## src/rtl/idlegap_pkg.sv

```systemverilog
package idlegap_pkg;

    localparam int CNT_W    = 2;
    localparam int CFG_W    = 10;
    localparam int IDLE_MAX = 3;

    typedef logic [CNT_W-1:0] idle_cnt_t;
    typedef logic [CFG_W-1:0] space_cfg_t;

    typedef enum logic [2:0] {
        PC_NONE,
        PC_AFTER_WR,
        PC_RW_OTHER,
        PC_RW_SAME,
        PC_RR_OTHER,
        PC_RR_SAME
    } pair_class_e;

    typedef struct packed {
        logic valid;
        logic write;
    } prev_kind_t;

    function automatic pair_class_e classify(input logic prev_ok,
                                             input logic prev_wr,
                                             input logic new_wr,
                                             input logic same);
        pair_class_e c;
        if (!prev_ok)      c = PC_NONE;
        else if (prev_wr)  c = PC_AFTER_WR;
        else if (new_wr)   c = same ? PC_RW_SAME : PC_RW_OTHER;
        else               c = same ? PC_RR_SAME : PC_RR_OTHER;
        return c;
    endfunction

    function automatic int field_lsb(input pair_class_e c);
        int lsb;
        case (c)
            PC_RW_OTHER: lsb = 2;
            PC_RW_SAME:  lsb = 4;
            PC_RR_OTHER: lsb = 6;
            PC_RR_SAME:  lsb = 8;
            default:     lsb = 0;
        endcase
        return lsb;
    endfunction

    function automatic idle_cnt_t mandatory_floor(input logic prev_ok,
                                                  input logic prev_wr,
                                                  input logic new_wr);
        idle_cnt_t f;
        if (!prev_ok)     f = new_wr ? idle_cnt_t'(1) : idle_cnt_t'(0);
        else if (prev_wr) f = idle_cnt_t'(0);
        else              f = new_wr ? idle_cnt_t'(2) : idle_cnt_t'(1);
        return f;
    endfunction

    function automatic idle_cnt_t cnt_max(input idle_cnt_t a, input idle_cnt_t b);
        return (a > b) ? a : b;
    endfunction

endpackage

```

## src/rtl/idlegap_prev_tracker.sv

```systemverilog
module idlegap_prev_tracker
    import idlegap_pkg::*;
#(
    parameter int SPACE_W = 3
) (
    input  logic               clk,
    input  logic               rst,
    input  logic               start_i,
    input  logic               quiet_i,
    input  logic               new_wr_i,
    input  logic [SPACE_W-1:0] new_space_i,
    output logic               prev_ok_o,
    output logic               prev_wr_o,
    output logic [SPACE_W-1:0] prev_space_o
);

    localparam int GAP_W = $clog2(IDLE_MAX + 1);
    localparam logic [GAP_W-1:0] GAP_LIMIT = GAP_W'(IDLE_MAX);

    prev_kind_t         kind_q;
    logic [SPACE_W-1:0] space_q;
    logic [GAP_W-1:0]   gap_q;

    always_ff @(posedge clk) begin
        if (rst) begin
            kind_q  <= '0;
            space_q <= '0;
            gap_q   <= '0;
        end else if (start_i) begin
            kind_q.valid <= 1'b1;
            kind_q.write <= new_wr_i;
            space_q      <= new_space_i;
            gap_q        <= '0;
        end else if (quiet_i && (gap_q != GAP_LIMIT)) begin
            gap_q <= gap_q + GAP_W'(1);
        end
    end

    assign prev_ok_o    = kind_q.valid && (gap_q != GAP_LIMIT);
    assign prev_wr_o    = kind_q.write;
    assign prev_space_o = space_q;

endmodule

```

## src/rtl/idlegap_calc.sv

```systemverilog
module idlegap_calc
    import idlegap_pkg::*;
#(
    parameter int NUM_SPACES = 8,
    parameter int SPACE_W    = 3
) (
    input  logic                        prev_ok_i,
    input  logic                        prev_wr_i,
    input  logic [SPACE_W-1:0]          prev_space_i,
    input  logic                        new_wr_i,
    input  logic [SPACE_W-1:0]          new_space_i,
    input  logic [NUM_SPACES*CFG_W-1:0] cfg_i,
    output pair_class_e                 class_o,
    output idle_cnt_t                   count_o
);

    space_cfg_t cfg_arr [NUM_SPACES];

    for (genvar s = 0; s < NUM_SPACES; s++) begin : g_unpack
        assign cfg_arr[s] = cfg_i[s*CFG_W +: CFG_W];
    end

    space_cfg_t  word;
    idle_cnt_t   programmed;
    idle_cnt_t   floor_cnt;
    pair_class_e cls;

    always_comb begin
        word = '0;
        for (int s = 0; s < NUM_SPACES; s++) begin
            if (prev_space_i == SPACE_W'(s)) word = cfg_arr[s];
        end
    end

    always_comb begin
        cls        = classify(prev_ok_i, prev_wr_i, new_wr_i,
                              prev_space_i == new_space_i);
        programmed = (cls == PC_NONE) ? idle_cnt_t'(0) : word[field_lsb(cls) +: CNT_W];
        floor_cnt  = mandatory_floor(prev_ok_i, prev_wr_i, new_wr_i);
    end

    assign class_o = cls;
    assign count_o = cnt_max(programmed, floor_cnt);

endmodule

```

## src/rtl/idlegap_timer.sv

```systemverilog
module idlegap_timer
    import idlegap_pkg::*;
(
    input  logic      clk,
    input  logic      rst,
    input  logic      req_valid_i,
    input  idle_cnt_t count_i,
    output logic      start_o,
    output logic      idle_o,
    output logic      armed_o
);

    logic      armed_q;
    idle_cnt_t remain_q;
    logic      go;

    always_comb begin
        if (!req_valid_i)  go = 1'b0;
        else if (armed_q)  go = (remain_q == '0);
        else               go = (count_i == '0);
    end

    always_ff @(posedge clk) begin
        if (rst) begin
            armed_q  <= 1'b0;
            remain_q <= '0;
        end else if (req_valid_i) begin
            if (armed_q) begin
                if (remain_q == '0) armed_q  <= 1'b0;
                else                remain_q <= remain_q - idle_cnt_t'(1);
            end else if (count_i != '0) begin
                armed_q  <= 1'b1;
                remain_q <= count_i - idle_cnt_t'(1);
            end
        end
    end

    assign start_o = go;
    assign idle_o  = req_valid_i && !go;
    assign armed_o = armed_q;

endmodule

```

## src/rtl/idle_gap_inserter.sv

```systemverilog
module idle_gap_inserter
    import idlegap_pkg::*;
#(
    parameter int NUM_SPACES = 8,
    parameter int SPACE_W    = (NUM_SPACES > 1) ? $clog2(NUM_SPACES) : 1
) (
    input  logic                        clk,
    input  logic                        rst,
    input  logic                        req_valid_i,
    input  logic                        req_write_i,
    input  logic [SPACE_W-1:0]          req_space_i,
    input  logic [NUM_SPACES*CFG_W-1:0] cfg_idle_i,
    output logic                        start_o,
    output logic                        idle_o
);

    logic               prev_ok;
    logic               prev_wr;
    logic [SPACE_W-1:0] prev_space;
    pair_class_e        pair_cls;
    idle_cnt_t          idle_cnt;
    logic               armed;
    logic               start;

    idlegap_prev_tracker #(.SPACE_W(SPACE_W)) u_prev (
        .clk          (clk),
        .rst          (rst),
        .start_i      (start),
        .quiet_i      (!req_valid_i && !armed),
        .new_wr_i     (req_write_i),
        .new_space_i  (req_space_i),
        .prev_ok_o    (prev_ok),
        .prev_wr_o    (prev_wr),
        .prev_space_o (prev_space)
    );

    idlegap_calc #(.NUM_SPACES(NUM_SPACES), .SPACE_W(SPACE_W)) u_calc (
        .prev_ok_i    (prev_ok),
        .prev_wr_i    (prev_wr),
        .prev_space_i (prev_space),
        .new_wr_i     (req_write_i),
        .new_space_i  (req_space_i),
        .cfg_i        (cfg_idle_i),
        .class_o      (pair_cls),
        .count_o      (idle_cnt)
    );

    idlegap_timer u_timer (
        .clk         (clk),
        .rst         (rst),
        .req_valid_i (req_valid_i),
        .count_i     (idle_cnt),
        .start_o     (start),
        .idle_o      (idle_o),
        .armed_o     (armed)
    );

    assign start_o = start;

endmodule

```

## config.mk

```make
export PLATFORM = sky130hd
export DESIGN_NAME = idle_gap_inserter
export DESIGN_NICKNAME = d
export VERILOG_FILES = /design/src/rtl/idlegap_pkg.sv /design/src/rtl/idlegap_prev_tracker.sv /design/src/rtl/idlegap_calc.sv /design/src/rtl/idlegap_timer.sv /design/src/rtl/idle_gap_inserter.sv
export SDC_FILE = /design/constraint.sdc
export NUM_CORES = 1
export LEC_CHECK = 0
export BUFFER_PORTS_ARGS = -buffer_cell sky130_fd_sc_hd__buf_2
export CAP_MARGIN = 5
export CORE_MARGIN = 1
export CORE_UTILIZATION = 46
export DETAILED_ROUTE_END_ITERATION = 6
export PLACE_DENSITY = 0.82
export SLEW_MARGIN = 20
export SYNTH_ARGS = -nofsm -noshare
export SYNTH_HDL_FRONTEND = slang
export SYNTH_SLANG_ARGS = --single-unit
```

## constraint.sdc

```tcl
create_clock -name clk -period 4.5 [get_ports clk]
set_clock_uncertainty 0.2 [all_clocks]
set_input_delay 0.45 -clock clk [delete_from_list [all_inputs] [get_ports clk]]
set_output_delay 0.45 -clock clk [all_outputs]
set_load 0.01 [all_outputs]
```

==> results.md <==
* complete, no violations — outcome
* 0 — number of max-slew violations in the final report
* 0 — Max Cap Viol
* 31.1% — worst rel slew slack
* 12.2% — sequential-to-total area share from yosys stat
* ha_1 -> or3b_1 -> a31oi_4 -> mux4_2 -> mux2i_1 -> a31o_1 -> ha_1 -> nor2_1 -> o22ai_2 -> nor2_1 -> o21a_1 -> o21ai_1 -> and2_1 -> buf_2 — cells along the critical path
* 14.0 µm — mean routed wirelength per cell
* 1,840 — total via count in the routed design
* sky130_fd_sc_hd__mux4_2 — cell taking the most area after synthesis
* 4520 µm — Routed WL
* output port — kind of capture point of the worst setup path
* 4290 ps — minimum clock period after layout
* 63.6% — post-layout utilization of the core
* 260 ps — Worst-Skew Late Latency
* 10 — synthesized flop and latch total
* 95.4% — Final period util
* 6930 µm — global-route wire length before repair
* 0 — EDFF count, synth
* 61.7 µm — Die W
* 0 — total congestion overflow after global routing
* 0.913 nW — leakage component of the power
* simple AND/OR/NAND/NOR gates — CP top delay family
* 89 — top-level I/O count
* 3850 ps — CP Data Required Time
* 282 — net count after synthesis
* 44.8% — share of layout cells above drive strength 1
* 1 — count of buffering cells on the critical path with inverters included
* flop — Critical Path Source Type
* 6 — Max Fanout on Critical Path
* flop to output port — critical path class
* 8.59 µm² — mean area per synthesized cell
* 323 — Final Non-Filler Cells
* 0.00164 mm² — Post-Syn Area
* 88 — quantity of I/O buffers inserted on ports
* 3600 µm — HPWL after detailed placement
* sky130_fd_sc_hd__mux4_2 — critical-path cell with the highest stage delay
* 0 — hold buffer count at CTS
* 0.00381 mm² — Die Area
* 48.4% — effective utilization at floorplan
* flop to flop — worst hold path class
* 70 ps — clock transition at the registers of the reported paths
* 3640 ps — arrival time of the worst setup path
* 191 — Post-Synthesis Cells
* 0 — Ys Warns
* 1,697 — via count of the first global-routing pass
* 12.3% — area share of the leading cell type in the synthesized netlist
* sky130_fd_sc_hd__dfxtp_1 — top flip-flop cell by instance count after synthesis
* 61.7 µm — height of the chip
* 1030 ps — slew at the pin with the worst max-slew slack
* 1 — count of H-tree levels built during CTS
* 0 — count of endpoints failing hold in the final timing report
* 334 ps — pre-CTS setup slack
* 370 — nets
* 3 — number of buffers inserted during clock tree synthesis
* 0.233 GHz — maximum clock frequency
* 21 — num rows
* 5.70 — via/cell ratio
* 31.3% — post-synthesis to final-layout area growth
* sky130_fd_sc_hd__mux4_2, sky130_fd_sc_hd__dfxtp_1, sky130_fd_sc_hd__mux2i_1 — cells taking the most area after synthesis
* 530 ps — Worst path max stage delay
* 207 ps — final critical-path setup slack
* 10 — Sinks on Clock Net
* 23 — maximum number of pins on one net before global-route repair
* sky130_fd_sc_hd__clkbuf_4 — CTS Root Cell
* 0.00339 mm² — Core Box Area
* 0.285 mV — worst vdd rail ir drop
* 317 — cell count after placement
* built — CTS tree
* 527 mW/mm² — Power Density
* 0 — number of antenna violations at the first check in global routing
* 0 — drt drc
* 0.862 — gp weighted congestion
* 24.0% — global router's overall resource usage
* 0 — count of inserted antenna diode cells
* 2 — clk buf depth
* 132 — number of DRC markers after the initial detailed-route iteration
* 0% — async set-reset flop share out of synthesis
* 55 — Distinct cells, synth
* 0 — antenna-violating nets left
* 0 — total of endpoints with negative setup slack in the final report
* 4 — First-pass DRT Iterations
cells by family after synthesis:
group	count (synthesis)	share of synthesized area, %
adders and majority gates	4	3.05
xor gates and xnor gates	4	3.74
AOI/OAI and AO/OA	50	23.1
buffers and inverters	19	6.02
DFF	10	12.2
muxes	35	29.7
and+or+nand+nor	69	22.2
cells in the mapped netlist (2+ instances only):
library cell,count
sky130_fd_sc_hd__a31o_1,2
sky130_fd_sc_hd__a211oi_1,4
sky130_fd_sc_hd__buf_2,4
sky130_fd_sc_hd__mux2_2,2
sky130_fd_sc_hd__o211ai_1,3
sky130_fd_sc_hd__o21ai_0,10
sky130_fd_sc_hd__inv_1,6
sky130_fd_sc_hd__xnor2_1,2
sky130_fd_sc_hd__nor2b_1,3
sky130_fd_sc_hd__nand2b_1,5
sky130_fd_sc_hd__a221o_1,2
sky130_fd_sc_hd__mux2_1,2
sky130_fd_sc_hd__buf_6,3
sky130_fd_sc_hd__dfxtp_1,10
sky130_fd_sc_hd__a211oi_2,2
sky130_fd_sc_hd__mux4_2,9
sky130_fd_sc_hd__nand3_1,5
sky130_fd_sc_hd__clkbuf_1,5
sky130_fd_sc_hd__a22oi_1,3
sky130_fd_sc_hd__nor3_1,5
sky130_fd_sc_hd__ha_1,4
sky130_fd_sc_hd__a21oi_1,6
sky130_fd_sc_hd__nor2_1,12
sky130_fd_sc_hd__nand3b_1,4
sky130_fd_sc_hd__and3_1,2
sky130_fd_sc_hd__mux2i_1,20
sky130_fd_sc_hd__o311ai_1,4
sky130_fd_sc_hd__and2_1,2
sky130_fd_sc_hd__nor3b_1,4
sky130_fd_sc_hd__o21ai_1,2
sky130_fd_sc_hd__nand2_1,20
stage by stage:
stage                     hold WS, ps  instance area, µm²  power, mW  TNS [ps]
after floorplan                   287                1640      0.850         0
after global placement            316                2100       1.01         0
after detailed placement          330                2100       1.02         0
after CTS                         338                2120       1.09         0
after global routing              355                2150       1.23     -23.5
final                             338                2150       1.13         0
registers in the layout, summed over array words and instances, names as in the netlist:
signal,cells
u_timer.armed_o,1
u_prev.kind_q,1
u_prev.prev_space_o,3
u_prev.gap_q,2
u_timer.remain_q,2
u_prev.prev_wr_o,1
final cells by class:
type	count	area (µm²)
clock buffers	3	22.5
multi-input cells	162	1350
fillers	292	1230
well taps	46	57.6
repair buffers	96	500
flip-flops and latches	10	201
inverters	6	22.5
placed cells by master (no fill, tap or decap), types with 4 or more instances in the layout:
master                     instances
sky130_fd_sc_hd__a211oi_1          4
sky130_fd_sc_hd__a21oi_1           6
sky130_fd_sc_hd__buf_2            88
sky130_fd_sc_hd__buf_4             8
sky130_fd_sc_hd__dfxtp_1           9
sky130_fd_sc_hd__ha_1              4
sky130_fd_sc_hd__inv_1             6
sky130_fd_sc_hd__mux2i_1          20
sky130_fd_sc_hd__mux4_2            9
sky130_fd_sc_hd__nand2_1          20
sky130_fd_sc_hd__nand2b_1          5
sky130_fd_sc_hd__nand3_1           5
sky130_fd_sc_hd__nand3b_1          4
sky130_fd_sc_hd__nor2_1           12
sky130_fd_sc_hd__nor3_1            5
sky130_fd_sc_hd__nor3b_1           4
sky130_fd_sc_hd__o21ai_0          10
sky130_fd_sc_hd__o311ai_1          4
routing by layer:
metal | up-vias | share of wire, % | global-route usage (%)
li1 | 907 | - | -
met1 | 850 | 40 | 27.7
met2 | 75 | 51 | 45.6
met3 | 8 | 6.9 | 2.90
met4 | 0 | 1.4 | 7.94
met5 | - | 0 | 0
final timing paths:
check | start | slack (ps) | cells past startpoint | to
hold / removal | u_timer.remain_q[1] | 340 | 2 | u_timer.remain_q[1]
setup / recovery | u_prev.gap_q[0] | 210 | 14 | start_o
hold reg to reg | u_timer.remain_q[1] | 340 | 2 | u_timer.remain_q[1]
setup reg to reg | u_prev.gap_q[0] | 760 | 13 | u_timer.armed_o
worst reg2reg max path, delay by kind of cell, from the launching register on:
kind            cells  cell delay (ps)
mux                 2              690
simple gates        4              850
compound gates      5             1070
fa+ha+maj           2              500
flops               1              320
timing repair:
item,in CTS,in global routing
buffers inserted,0,3
setup endpoints to repair,0,2
gates resized for setup,0,2
power by group:
part           leakage (nW)  internal (mW)  switching [mW]  total (mW)
combinational         0.817          0.435           0.450       0.885
sequential           0.0824          0.125          0.0628       0.188
clock                0.0138         0.0309          0.0309      0.0618
total                 0.913          0.590           0.544        1.13
(Power assumes the default switching activity.)
